### src/rtl/tlb_pkg.sv
package tlb_pkg;
  localparam int VA_W  = 32;
  localparam int PA_W  = 36;
  localparam int PPN_W = 24;
  localparam int VPN_W = VA_W - 12;

  typedef enum logic [1:0] {
    FLT_NONE  = 2'd0,
    FLT_WRITE = 2'd1,
    FLT_EXEC  = 2'd2,
    FLT_USER  = 2'd3
  } fault_e;

  typedef struct packed {
    logic c;
    logic w;
    logic x;
    logic u;
    logic g;
    logic d;
  } attr_t;

  typedef struct packed {
    logic             big;
    logic [VPN_W-1:0] vpn;
    logic [PPN_W-1:0] ppn;
    attr_t            attr;
  } entry_t;

  // Tag compare: large pages use only the upper ten bits of the page number.
  function automatic logic tag_match(entry_t e, logic [VA_W-1:0] va);
    if (e.big) return e.vpn[VPN_W-1:VPN_W-10] == va[VA_W-1:22];
    return e.vpn == va[VA_W-1:12];
  endfunction

  function automatic logic [PA_W-1:0] phys_addr(entry_t e, logic [VA_W-1:0] va);
    if (e.big) return {e.ppn[PPN_W-1:10], va[21:0]};
    return {e.ppn, va[11:0]};
  endfunction

  // Priority: user privilege, then write protection, then execute protection.
  function automatic fault_e rights(attr_t a, logic user, logic wr, logic ex);
    if (user && !a.u) return FLT_USER;
    if (wr && !a.w)   return FLT_WRITE;
    if (ex && !a.x)   return FLT_EXEC;
    return FLT_NONE;
  endfunction
endpackage

### src/rtl/tlb_first.sv
module tlb_first #(
  parameter int N = 8
) (
  input  logic [N-1:0] req,
  output logic [N-1:0] oh,
  output logic         any
);
  logic found;
  always_comb begin
    oh    = '0;
    found = 1'b0;
    for (int i = 0; i < N; i++) begin
      if (req[i] && !found) begin
        oh[i] = 1'b1;
        found = 1'b1;
      end
    end
  end
  assign any = |req;
endmodule

### src/rtl/tlb_match.sv
module tlb_match
  import tlb_pkg::*;
#(
  parameter int N = 8
) (
  input  entry_t [N-1:0]    ents,
  input  logic   [N-1:0]    vld,
  input  logic   [VA_W-1:0] va,
  output logic   [N-1:0]    m
);
  for (genvar g = 0; g < N; g++) begin : g_cmp
    assign m[g] = vld[g] && tag_match(ents[g], va);
  end
endmodule

### src/rtl/tlb_victim.sv
module tlb_victim #(
  parameter int N  = 8,
  parameter int IW = $clog2(N)
) (
  input  logic         clk,
  input  logic         rst_n,
  input  logic [N-1:0] vld,
  input  logic         advance,
  output logic [N-1:0] victim_oh,
  output logic         full
);
  logic [N-1:0]  free_oh;
  logic          any_free;
  logic [IW-1:0] rr_q;

  tlb_first #(.N(N)) u_free (
    .req (~vld),
    .oh  (free_oh),
    .any (any_free)
  );

  assign full      = !any_free;
  assign victim_oh = any_free ? free_oh : (N'(1) << rr_q);

  always_ff @(posedge clk) begin
    if (!rst_n) begin
      rr_q <= '0;
    end else if (advance && full) begin
      rr_q <= (rr_q == IW'(N - 1)) ? '0 : rr_q + 1'b1;
    end
  end
endmodule

### src/rtl/tlb_xlate.sv
module tlb_xlate
  import tlb_pkg::*;
#(
  parameter int ENTRIES = 8
) (
  input  logic        clk,
  input  logic        rst_n,
  input  logic        en,
  input  logic        lk_req,
  input  logic [31:0] lk_vaddr,
  input  logic        lk_user,
  input  logic        lk_write,
  input  logic        lk_exec,
  input  logic        rf_valid,
  input  logic [31:0] rf_vaddr,
  input  logic        rf_big,
  input  logic [23:0] rf_ppn,
  input  logic        rf_c,
  input  logic        rf_w,
  input  logic        rf_x,
  input  logic        rf_u,
  input  logic        rf_g,
  input  logic        rf_d,
  input  logic        inv_valid,
  input  logic [31:0] inv_vaddr,
  input  logic        flush,
  output logic        hit,
  output logic        miss,
  output logic [35:0] paddr,
  output logic        cacheable,
  output logic [1:0]  fault
);
  localparam int IDX_W = (ENTRIES > 1) ? $clog2(ENTRIES) : 1;

  entry_t [ENTRIES-1:0] ents_q;
  logic   [ENTRIES-1:0] vld_q;
  logic   [ENTRIES-1:0] glob_vec;
  logic   [ENTRIES-1:0] lk_match, inv_match, hit_oh, victim_oh;
  logic                 hit_any, tlb_full;
  logic                 flush_do, inv_do, fill_do;
  entry_t               sel_ent, new_ent;

  for (genvar g = 0; g < ENTRIES; g++) begin : g_glob
    assign glob_vec[g] = ents_q[g].attr.g;
  end

  tlb_match #(.N(ENTRIES)) u_lk_match (
    .ents (ents_q), .vld (vld_q), .va (lk_vaddr), .m (lk_match)
  );

  tlb_match #(.N(ENTRIES)) u_inv_match (
    .ents (ents_q), .vld (vld_q), .va (inv_vaddr), .m (inv_match)
  );

  tlb_first #(.N(ENTRIES)) u_hit_pick (
    .req (lk_match), .oh (hit_oh), .any (hit_any)
  );

  always_comb begin
    sel_ent = '0;
    for (int i = 0; i < ENTRIES; i++) begin
      if (hit_oh[i]) sel_ent = entry_t'(sel_ent | ents_q[i]);
    end
  end

  // Update command arbitration: flush over invalidate over refill.
  assign flush_do = flush;
  assign inv_do   = inv_valid && !flush;
  assign fill_do  = rf_valid && !flush && !inv_valid;

  tlb_victim #(.N(ENTRIES), .IW(IDX_W)) u_victim (
    .clk       (clk),
    .rst_n     (rst_n),
    .vld       (vld_q),
    .advance   (fill_do),
    .victim_oh (victim_oh),
    .full      (tlb_full)
  );

  always_comb begin
    new_ent        = '0;
    new_ent.big    = rf_big;
    new_ent.vpn    = rf_vaddr[31:12];
    new_ent.ppn    = rf_ppn;
    new_ent.attr.c = rf_c;
    new_ent.attr.w = rf_w;
    new_ent.attr.x = rf_x;
    new_ent.attr.u = rf_u;
    new_ent.attr.g = rf_g;
    new_ent.attr.d = rf_d;
  end

  always_ff @(posedge clk) begin
    if (!rst_n) begin
      vld_q <= '0;
    end else if (flush_do) begin
      vld_q <= vld_q & glob_vec;
    end else if (inv_do) begin
      vld_q <= vld_q & ~inv_match;
    end else if (fill_do) begin
      vld_q <= vld_q | victim_oh;
    end
  end

  for (genvar g = 0; g < ENTRIES; g++) begin : g_store
    always_ff @(posedge clk) begin
      if (fill_do && victim_oh[g]) ents_q[g] <= new_ent;
    end
  end

  always_comb begin
    if (!en) begin
      hit       = 1'b0;
      miss      = 1'b0;
      paddr     = {4'h0, lk_vaddr};
      cacheable = 1'b0;
      fault     = FLT_NONE;
    end else begin
      hit       = lk_req && hit_any;
      miss      = lk_req && !hit_any;
      paddr     = hit_any ? phys_addr(sel_ent, lk_vaddr) : '0;
      cacheable = hit && sel_ent.attr.c;
      fault     = hit ? rights(sel_ent.attr, lk_user, lk_write, lk_exec) : FLT_NONE;
    end
  end
endmodule

### config.mk
export PLATFORM = sky130hd
export DESIGN_NAME = tlb_xlate
export DESIGN_NICKNAME = d
export VERILOG_FILES = /design/src/rtl/tlb_pkg.sv /design/src/rtl/tlb_first.sv /design/src/rtl/tlb_match.sv /design/src/rtl/tlb_victim.sv /design/src/rtl/tlb_xlate.sv
export SDC_FILE = /design/constraint.sdc
export NUM_CORES = 1
export LEC_CHECK = 0
export ABC_AREA = 0
export BUFFER_PORTS_ARGS = -buffer_cell sky130_fd_sc_hd__buf_2
export CAP_MARGIN = 20
export CORE_ASPECT_RATIO = 0.7
export CORE_MARGIN = 2
export CORE_UTILIZATION = 46
export DETAILED_ROUTE_END_ITERATION = 16
export SYNTH_ARGS = -nofsm -noshare
export SYNTH_HDL_FRONTEND = slang
export SYNTH_HIERARCHICAL = 1
export SYNTH_SLANG_ARGS = --single-unit
### constraint.sdc
create_clock -name clk -period 8.4 [get_ports clk]
set_input_delay 1.68 -clock clk [delete_from_list [all_inputs] [get_ports clk]]
set_output_delay 1.68 -clock clk [all_outputs]
set_load 0.01 [all_outputs]
# [After elaboration in Yosys (flattened, before gate mapping)]
# Cells that the tools add are included.
[totals] out_inout_bits=41 in_bits=137 reg_bits=419
[classes] bitwise=12 shift=1 eq_ne=33 n_mux=107 n_reduce_logical=72 addsub=1
[op_table] cell="51-bit two-way mux" count=8
[op_table] cell="51-bit bitwise OR" count=7
[op_table] cell="20-bit equality test" count=16
[op_table] cell="10-bit equality test" count=16
[op_table] cell="36-bit two-way mux" count=4
[op_table] cell="1-bit two-way mux" count=82
[op_table] cell="1-bit logical AND" count=48
[op_table] cell="8-bit two-way mux" count=4
[op_table] cell="1-bit zero test" count=21
[op_table] cell="8-bit bitwise AND" count=2
[op_table] cell="2-bit two-way mux" count=8
[op_table] cell="8-bit inverter" count=2
[op_table] cell="8-bit OR reduction" count=2
[op_table] cell="8-bit bitwise OR" count=1
[op_table] cell="1-bit by 3-bit left shift with 8-bit output (first input constant)" count=1
[op_table] cell="3-bit by 1-bit adder with 3-bit output (second input constant)" count=1
[op_table] cell="3-bit equality test (second input constant)" count=1
[op_table] cell="3-bit two-way mux" count=1
[op_table] cell="3-bit nonzero test" count=1

# [Depth between registers and ports, before layout]
# Gate-level depths: netlist of the first run.
[logic_depth] word_depth=41 depth_mapped=13 mapped_depth_nobuf=11

# [By module]
# Netlist of the first run, hierarchy kept.
[modules_own_cells] mod="tlb_xlate" seq_area_each_um2=12411.9 cells_each=702 area_each_um2=14388.8 n_inst=1
[modules_own_cells] mod="tlb_match" seq_area_each_um2=0.0 cells_each=236 area_each_um2=1975.6 n_inst=2
[modules_own_cells] mod="tlb_victim" seq_area_each_um2=60.1 cells_each=51 area_each_um2=361.6 n_inst=1
[modules_own_cells] mod="tlb_first" seq_area_each_um2=0.0 cells_each=12 area_each_um2=98.8 n_inst=2

# [Least setup slack after synthesis of the first run]
# Ideal clock, no wire load.
[synth_path] kind="input-to-output" start="in lk_vaddr[30]" end="out fault[0]" required_time_ns=6.720 arrival_time_ns=4.120 stages=12 setup_slack_ns=2.600 n_path_buf=2 path_cell_list="buf_6 -> xor2_1 -> nor4_2 -> nand4_1 -> nor3_1 -> nor4_4 -> and3b_2 -> buf_2 -> a22o_1 -> a221oi_1 -> nand4_1 -> a21oi_1"
[synth_between] word_cells_on_any_way=107
[synth_rtl] item="start: declaration" line="tlb_xlate.sv:10" source="input logic [31:0] lk_vaddr,"
[synth_rtl] item="10-bit equality test" line="tlb_pkg.sv:32" source="if (e.big) return e.vpn[VPN_W-1:VPN_W-10] == va[VA_W-1:22];"
[synth_rtl] item="1-bit two-way mux" line="tlb_pkg.sv:32"
[synth_rtl] item="1-bit two-way mux *" line="tlb_pkg.sv:33" source="return e.vpn == va[VA_W-1:12];"
[synth_rtl] item="1-bit logical AND *" line="tlb_match.sv:12" source="assign m[g] = vld[g] && tag_match(ents[g], va);"
[synth_rtl] item="named net lk_match[0]" line="tlb_xlate.sv:38" source="logic [ENTRIES-1:0] lk_match, inv_match, hit_oh, victim_oh;"
[synth_rtl] item="1-bit two-way mux *" line="tlb_first.sv:13" source="if (req[i] && !found) begin"
[synth_rtl] item="1-bit zero test" line="tlb_first.sv:13"
[synth_rtl] item="1-bit logical AND" line="tlb_first.sv:13"
[synth_rtl] item="[13 not listed]"
[synth_rtl] item="named net hit_oh[5]" line="tlb_xlate.sv:38"
[synth_rtl] item="[7 not listed]"
[synth_rtl] item="1-bit two-way mux (2 in a row)" line="tlb_pkg.sv:45" source="if (ex && !a.x) return FLT_EXEC;"
[synth_rtl] item="1-bit two-way mux" line="tlb_pkg.sv:44" source="if (wr && !a.w) return FLT_WRITE;"
[synth_rtl] item="1-bit two-way mux" line="tlb_xlate.sv:112" source="if (!en) begin"
[synth_rtl] item="2-bit two-way mux" line="tlb_pkg.sv:46" source="return FLT_NONE;"
[synth_rtl] item="2-bit two-way mux" line="tlb_pkg.sv:45"
[synth_rtl] item="2-bit two-way mux *" line="tlb_pkg.sv:44"
[synth_rtl] item="2-bit two-way mux *" line="tlb_xlate.sv:123" source="fault = hit ? rights(sel_ent.attr, lk_user, lk_write, lk_exec) : FLT_NONE;"
[synth_rtl] item="2-bit two-way mux *" line="tlb_xlate.sv:112"
[synth_rtl] item="end: declaration" line="tlb_xlate.sv:31" source="output logic [1:0] fault"
# Mark *: on every way through the listed nets, which the timed path passes. The rest lies on a longest branch. The select of a mux whose other input is x is not followed.

# [Worst setup path after layout of the first run]
[layout_path] start="in lk_vaddr[19]" end="out paddr[18]"
[layout_between] word_cells_on_any_way=73
[layout_rtl] item="20-bit equality test *" line="tlb_pkg.sv:33"
[layout_rtl] item="1-bit two-way mux *" line="tlb_pkg.sv:33"
[layout_rtl] item="1-bit logical AND *" line="tlb_match.sv:12"
[layout_rtl] item="named net lk_match[1]" line="tlb_xlate.sv:38"
[layout_rtl] item="1-bit logical AND *" line="tlb_first.sv:13"
[layout_rtl] item="1-bit two-way mux *" line="tlb_first.sv:13"
[layout_rtl] item="1-bit zero test" line="tlb_first.sv:13"
[layout_rtl] item="1-bit logical AND" line="tlb_first.sv:13"
[layout_rtl] item="[10 not listed]"
[layout_rtl] item="named net hit_oh[5]" line="tlb_xlate.sv:38"
[layout_rtl] item="[2 not listed]"
[layout_rtl] item="51-bit two-way mux *" line="tlb_xlate.sv:62" source="if (hit_oh[i]) sel_ent = entry_t'(sel_ent | ents_q[i]);"
[layout_rtl] item="51-bit bitwise OR" line="tlb_xlate.sv:62"
[layout_rtl] item="51-bit two-way mux *" line="tlb_xlate.sv:62"
[layout_rtl] item="1-bit two-way mux" line="tlb_pkg.sv:37" source="if (e.big) return {e.ppn[PPN_W-1:10], va[21:0]};"
[layout_rtl] item="1-bit two-way mux" line="tlb_xlate.sv:112"
[layout_rtl] item="36-bit two-way mux *" line="tlb_pkg.sv:38" source="return {e.ppn, va[11:0]};"
[layout_rtl] item="36-bit two-way mux *" line="tlb_xlate.sv:121" source="paddr = hit_any ? phys_addr(sel_ent, lk_vaddr) : '0;"
[layout_rtl] item="36-bit two-way mux *" line="tlb_xlate.sv:112"
[layout_rtl] item="end: declaration" line="tlb_xlate.sv:29" source="output logic [35:0] paddr,"
# Marked as above.

==> results.toml, run 1 <==
[run_status]
outcome = "finished, final reports clean"

[yosys]
synth_nets = 1383
netlist_area_um2 = 18700
ys_warn_count = 6
syn_inst = 1240
avgSynthCellArea_um2 = 15.0

[sta]
max_slew_margin_pct = 31.1
rsz0062_at_grt = "false"
finalHoldViolCount = 0
clock.fmax_ghz = 0.134
finClkSkew_ns = 0.00927
post-route-period-util_pct = 89.0
finalMaxSlewViolations = 0
period_needed_ns = 7.48
fin_setup_tns_ns = 0
final-setup-viol-count = 0
fin_ws_ns = 0.925
worst_pin_slew_ns = 1.02

[hold_path]
hp-class = "reg -> reg"
min_from = "vld_q[7]"

[setup_path]
critical_path_buf_inv_count = 2
worstSetupStartpointType = "primary input"
crit_path_frequent_cell = "buf_2"
critical-path-max-stage-delay_ns = 0.67
crit_required_ns = 6.72
startpoint = "lk_vaddr[19]"
cpMaxStageDelayCell = "nor3_2"
path_class = "in -> out"
regToRegStartpoint = "vld_q[1]"
worstPathCellList = "buf_2, xor2_1, nor4_1, a41oi_1, nor3_1, nor4_4, and3b_2, a22oi_1, nand2_1, nor3_2, a221o_1, buf_2"
path_delay_family = "simple AND/OR/NAND/NOR gates"
critPathCaptureType = "output pin"
critical_path_peak_fanout = 29
worst_ep_arrival_time_ns = 5.80

[power_and_ir_drop]
power_density_nw_per_um2 = 203
pwr-share-seq_pct = 53.5
switching_share_pct = 21.5
internal_power_uw = 3320
combPwrFrac_pct = 5.2
peakVddDrop_uv = 153
power.leakage_uw = 0.00680
p_switching_uw = 909
p_clk_share_pct = 41.3

[placement]
place_congestion = 0.791
dp.cells = 1860
dpl_worst_slack_ns = 1.03
placed_area_um2 = 19600
hpwl_um = 31000
portBuffers = 152

[floorplanning]
design.core.area_um2 = 39800
start_util_pct = 46.8
fp.dieW_um = 245
dieArea_um2 = 42200
row_count = 61
dieHeight_um = 172
io_pins = 178

[finish]
stdcell_area_um2 = 20900
fin_util_pct = 52.4
drive_above_1_share_pct = 18.4
finalNonFillerCells = 1931
layout.nets = 1510
synthToLayoutAreaGrowth_pct = 11.8

[clock_network]
holdBufCountCts = 0
htreeDepth = 2
clk_pin_slew_worst_paths_ns = 0.06
cts_buffer_depth = 3
cts_setup_buffers = 0
cts_tree = "done"
cts_sinks = 411
root_buffer = "clkbuf_16"
cts_resized = 0
cts_made_buffers = 40
clock_latency_ns = 0.54

[routing]
first_pass_iters = 5
postRouteAntennaNets = 0
wl_um = 50100
drt-vias-per-instance = 5.78
routedWlPerCell_um = 25.9
drc = 0
routed-via-count = 11200
drtIter0Drc = 1079

[global_route]
grt_max_degree = 52
grt_pass1_wl_um = 72100
grt_pass1_vias = 10900
grtUsageTotal_pct = 23.7
antenna_found_initial = 4
overflow = 0

[job]
cap_violations = 0
-- final timing paths --
check	end	slack (ns)	cells after the start
worst min-delay path	vld_q[7]	0.54	2
worst max register to register	ents_q[65]	5.34	7
worst min register to register	vld_q[7]	0.54	2
worst max-delay path	paddr[18]	0.92	12
-- power by group through the flow --
stage / Combinational [uW] / Clock, uW / Sequential (uW)
finish: 219 / 1750 / 2260
global route: 234 / 1850 / 2260
CTS: 219 / 1770 / 2260
detailed placement: 218 / 0 / 2310
global placement: 213 / 0 / 2300
floorplan: 129 / 0 / 2310
-- area by class of cell --
| class | count | area [um2] |
|---|---|---|
| tap | 535 | 669 |
| clock inverter | 21 | 154 |
| timing repair buffer | 160 | 821 |
| sequential | 411 | 12200 |
| fill | 3379 | 19000 |
| antenna | 1 | 2.50 |
| clock buffer | 49 | 1100 |
| multi-input combinational | 730 | 5790 |
| inverter | 24 | 90.1 |
-- per-layer routing --
| layer | up-vias | wire length, um | GRT usage (%) |
|---|---|---|---|
| li1 | 4962 | - | - |
| met1 | 5684 | 23100 | 35.2 |
| met2 | 446 | 22300 | 36.2 |
| met3 | 64 | 3910 | 4.39 |
| met4 | 6 | 820 | 5.09 |
| met5 | - | 43 | 0 |
-- layout by cell type, fill, tap and decap left out, types with 4 or more instances in the layout --
cell type / instances
a211oi_1: 8
a221o_1: 10
a22o_1: 4
a22oi_1: 103
a41o_1: 10
a41oi_1: 20
and2_1: 22
and2_4: 8
buf_2: 152
buf_4: 8
clkbuf_1: 4
clkbuf_16: 41
clkbuf_8: 4
clkinv_1: 9
clkinv_2: 7
dfxtp_1: 11
edfxtp_1: 400
ha_1: 6
inv_1: 24
nand2_1: 18
nand4_1: 45
nor2_1: 17
nor2b_1: 13
nor3_1: 15
nor4_1: 34
nor4_2: 14
o21ai_0: 23
xnor2_1: 128
xor2_1: 192
-- tightest hold or removal path, cell delays in order (launching register included) --
cell	delay, ns
dfxtp_1	0.34
nor2_1	0.11
a211oi_1	0.05
-- sequential cells by signal (all words and copies together) (netlist names) --
register / count
ents_q: 400
vld_q: 8
u_victim/rr_q: 3
-- through the flow --
step	hold WS (ns)	power, uW
floorplan	0.497	2430
global placement	0.526	2520
finish	0.540	4230
detailed placement	0.530	2520
CTS	0.535	4250
global route	0.562	4350
(Power assumes the default switching activity.)
==> inputs of run 2 (changes only) <==
CTS_BUF_LIST = sky130_fd_sc_hd__clkbuf_4   (was not set)
==> run 2 against run 1 <==
Sequential cell count stayed put. Non-clock buffer count did not move. Design area down 0.52%. Sequential power barely moved. Total power shrank 5.4%. Clock-buffer cell count grew 88. Critical path depth stayed put. Sequential share of layout area grew 0.31 points. Setup slack better by 0.013 ns. Global-route usage grew 0.38 points. Routed wire length grew 0.68%. Critical path type unchanged.
==> results.toml, run 2 (synthesized netlist as in run 1, its figures left out) <==
[run_status]
outcome = "finished, final reports clean"

[global_route]
grt_pass1_wl_um = 73400
grtUsageTotal_pct = 24.0
grt_pass1_vias = 11500
antenna_found_initial = 5
overflow = 0
grt_max_degree = 52

[power_and_ir_drop]
pwr-share-seq_pct = 56.5
p_switching_uw = 922
power.leakage_uw = 0.00687
peakVddDrop_uv = 102
p_total_uw = 4000
power_density_nw_per_um2 = 193
p_clk_share_pct = 38.1
switching_share_pct = 23.0
combPwrFrac_pct = 5.5
internal_power_uw = 3080

[routing]
wl_um = 50400
routedWlPerCell_um = 24.9
first_pass_iters = 6
drt-vias-per-instance = 5.69
drc = 0
routed-via-count = 11500
drtIter0Drc = 1057
postRouteAntennaNets = 0

[clock_network]
clock_latency_ns = 0.77
root_buffer = "clkbuf_4"
cts_resized = 0
cts_made_buffers = 98
cts_buffer_depth = 3
cts_setup_buffers = 0
cts_tree = "done"
holdBufCountCts = 0
htreeDepth = 3
cts_sinks = 411
clk_pin_slew_worst_paths_ns = 0.06

[placement]
hpwl_um = 31000
dpl_worst_slack_ns = 1.03
placed_area_um2 = 19600
portBuffers = 152
place_congestion = 0.791

[floorplanning]
dieHeight_um = 172
dieArea_um2 = 42200
start_util_pct = 46.8
fp.dieW_um = 245
design.core.area_um2 = 39800
row_count = 61
io_pins = 178

[finish]
final_common_cell = "edfxtp_1"
final_cell_mix = "edfxtp_1, xor2_1, buf_2"
stdcell_area_um2 = 20700
fin_util_pct = 52.1
fill_cells = 3480
largest_reg_flops = 400
synthToLayoutAreaGrowth_pct = 11.2
top_register = "ents_q"
layout.nets = 1568
drive_above_1_share_pct = 23.0
reg.largest.list = "ents_q x400, vld_q x8, u_victim/rr_q x3"

[sta]
period_needed_ns = 7.46
fin_setup_tns_ns = 0
finalHoldViolCount = 0
clock.fmax_ghz = 0.134
final-setup-viol-count = 0
post-route-period-util_pct = 88.8
max_slew_margin_pct = 32.9
finalMaxSlewViolations = 0
worst_pin_slew_ns = 0.997
rsz0062_at_grt = "false"
finClkSkew_ns = 0.0375
fin_ws_ns = 0.938

[setup_path]
crit_path_frequent_cell = "buf_2"
worstPathCellList = "buf_2, xor2_1, nor4_1, a41oi_1, nor3_1, nor4_4, and3b_2, a22oi_1, nand2_1, nor3_2, a221o_1, buf_2"
reg2reg_slack_ns = 5.42
worstSetupStartpointType = "primary input"
crit_required_ns = 6.72
critical_path_peak_fanout = 29
critical-path-max-stage-delay_ns = 0.67
path_class = "in -> out"
critPathCaptureType = "output pin"
worst_ep_arrival_time_ns = 5.78
cpMaxStageDelayCell = "nor3_2"

[hold_path]
hp-class = "reg -> reg"

[job]
cap_violations = 0
## run 2: worst paths after layout
kind / start / end / cells past startpoint
worst max-delay path: lk_vaddr[19] / paddr[18] / 12
worst min register to register: vld_q[7] / vld_q[7] / 2
worst min-delay path: vld_q[7] / vld_q[7] / 2
worst max register to register: vld_q[1] / ents_q[76] / 7
## run 2: metal layers
| layer | vias to the layer above | share of wire [%] | track usage, % | wire (um) |
|---|---|---|---|---|
| met5 | - | 0.081 | 0 | 41 |
| met4 | 6 | 1.5 | 5.81 | 762 |
| met3 | 64 | 7.5 | 5.12 | 3760 |
| met2 | 482 | 45 | 37.1 | 22600 |
| met1 | 5821 | 46 | 34.9 | 23200 |
| li1 | 5154 | - | - | - |
## run 2: power by group through the flow
stage                     Sequential, uW  Clock (uW)  Combinational (uW)
after global routing                2260        1660                 234
after global placement              2300           0                 213
final                               2260        1520                 219
after detailed placement            2310           0                 218
after CTS                           2260        1560                 219
after floorplan                     2310           0                 129
## run 2: stage by stage
| step | hold WS [ns] | std cells |
|---|---|---|
| 4_1_cts | 0.536 | 2025 |
| 3_5_place_dp | 0.530 | 1860 |
| 6_report | 0.538 | 2027 |
| 2_1_floorplan | 0.497 | 1240 |
| 5_1_grt | 0.563 | 2026 |
| 3_3_place_gp | 0.526 | 1860 |
## run 2: area by class of cell
type	count	area (um2)	share of cell area, %
multi-input combinational	730	5790	27.9
sequential	411	12200	59.0
antenna	2	5.00	0.0241
clock buffer	137	1030	4.96
tap	535	669	3.23
timing repair buffer	160	821	3.96
inverter	24	90.1	0.434
clock inverter	28	110	0.531
## run 2: critical path: cells and delay by family
family,cells,cell delay [ns]
compound gates,3,0.93
xor+xnor,1,0.13
buf+inv,2,0.48
simple gates,6,2.54
==> inputs of run 3 (changes only) <==
CORE_UTILIZATION = 59   (was 46)
PLACE_DENSITY = 0.79   (was not set)
clock period = 9.14 ns   (was 8.4 ns; I/O delays follow)
==> run 3 against run 2 <==
Worst hold slack better by 0.016 ns. Clock skew is 0.0046 ns higher. Design area is 0.48% lower. Via count is 1.8% higher. Setup slack better by 0.61 ns.
==> results.toml, run 3 (synthesized netlist as in run 1, its figures left out) <==
[finish]
synthToLayoutAreaGrowth_pct = 10.7
largest_reg_flops = 400
top_register = "ents_q"
layout.nets = 1571
drive_above_1_share_pct = 23.6
reg.largest.list = "ents_q x400, vld_q x8, u_victim/rr_q x3"
final_cell_mix = "edfxtp_1, xor2_1, buf_2"
final_common_cell = "edfxtp_1"
finalNonFillerCells = 1915

[sta]
rsz0062_at_grt = "false"
max_slew_margin_pct = 38.2
final-setup-viol-count = 0
worst_pin_slew_ns = 0.926
post-route-period-util_pct = 83.0
finalMaxSlewViolations = 0
clock.fmax_ghz = 0.132
fin_setup_tns_ns = 0
period_needed_ns = 7.59
finalHoldViolCount = 0
finClkSkew_ns = 0.0421
holdWs_ns = 0.554
fin_ws_ns = 1.55

[setup_path]
critical_path_buf_inv_count = 2
worstSetupStartpointType = "primary input"
crit_path_frequent_cell = "buf_2"
worst_ep_arrival_time_ns = 5.76
worstPathCellList = "buf_2, xor2_1, nor4_2, nand4_1, nor3_1, nor4_4, and3b_2, a22oi_1, nand2_1, nor3_2, a221o_1, buf_2"
critical-path-max-stage-delay_ns = 0.64
reg2reg_to = "ents_q[367]"
crit_required_ns = 7.31
regToRegStartpoint = "vld_q[2]"
path_delay_family = "simple AND/OR/NAND/NOR gates"
reg2reg_slack_ns = 6.13
critical_path_peak_fanout = 29
path_class = "in -> out"
critPathCaptureType = "output pin"
cpMaxStageDelayCell = "nor3_2"
rr_worst_depth = 6

[placement]
dpl_worst_slack_ns = 1.68
hpwl_um = 29300
portBuffers = 152
dp.cells = 1751
place_congestion = 0.831

[global_route]
grt_pass1_vias = 11800
use_met3_pct = 8.44
antenna_found_initial = 7
grtUsageMet1_pct = 41.2
grt_max_degree = 52
grtUsageTotal_pct = 28.6
gr-usage-met2_pct = 42.5
grt_busiest_layer = "met2"
overflow = 0
grt_pass1_wl_um = 70100

[clock_network]
cts_made_buffers = 95
clock_latency_ns = 0.75
holdBufCountCts = 0
cts_setup_buffers = 0
root_buffer = "clkbuf_4"
cts_sinks = 411
cts_resized = 0
cts_tree = "done"
cts_buffer_depth = 3
htreeDepth = 3
clk_pin_slew_worst_paths_ns = 0.07

[routing]
routedWlPerCell_um = 24.6
drtIter0Drc = 1268
postRouteAntennaNets = 0
routed-via-count = 11700
first_pass_iters = 5
drc = 0
drt-vias-per-instance = 6.13
wl_um = 47200

[floorplanning]
start_util_pct = 59.9
dieHeight_um = 153
dieArea_um2 = 33100
io_pins = 178
design.core.area_um2 = 31100
fp.dieW_um = 217
row_count = 54

[power_and_ir_drop]
power_density_nw_per_um2 = 178
p_total_uw = 3680
peakVddDrop_uv = 110
power.leakage_uw = 0.00690

[job]
cap_violations = 0

[hold_path]
worst_hold_path.endpoint = "vld_q[6]"
min_from = "vld_q[6]"
hp-class = "reg -> reg"
holdPathStages = 2

[run_status]
outcome = "finished, final reports clean"
-- run 3: power breakdown --
part           internal [uW]  switching, uW  leakage [uW]  total (uW)
clock                    718            690      0.000695        1410
sequential              2070           3.92       0.00369        2080
combinational           69.6            128       0.00251         197
-- run 3: per-layer routing --
metal / share of wire (%) / wire length [um] / vias up
met5: 0.057 / 27 / -
met4: 1.8 / 833 / 4
met3: 12 / 5730 / 74
met2: 45 / 21200 / 707
met1: 41 / 19400 / 5809
li1: - / - / 5146
-- run 3: worst max path at each step --
stage | start | end | slack [ns] | depth (start not counted)
2_1_floorplan | lk_vaddr[30] | fault[0] | 3.04 | 12
3_3_place_gp | lk_vaddr[13] | paddr[15] | 1.79 | 12
3_5_place_dp | lk_vaddr[22] | paddr[15] | 1.68 | 12
4_1_cts | lk_vaddr[13] | paddr[16] | 1.68 | 12
5_1_grt | lk_vaddr[20] | paddr[13] | 1.31 | 12
6_report | lk_vaddr[22] | paddr[16] | 1.55 | 12
-- run 3: layout make-up --
type	instances	area, um2
sequential	411	12200
fill	2185	10500
multi-input combinational	730	5780
clock buffer	139	1040
timing repair buffer	166	866
tap	420	526
clock inverter	19	100
inverter	24	90.1
antenna	6	15.0
-- run 3: worst register-to-register path: stages, from the launching register on --
cell     delay [ns]
dfxtp_1        0.41
inv_1          0.12
nor4_4         0.38
nand3_1        0.46
mux2_2         0.36
and2_2         0.12
buf_4          0.70
-- run 3: metrics by stage --
step / area (um2) / utilization (%)
CTS: 20600 / 66.2
floorplan: 18700 / -
finish: 20600 / 66.3
global route: 20600 / 66.3
detailed placement: 19500 / 62.6
global placement: 19500 / 62.6
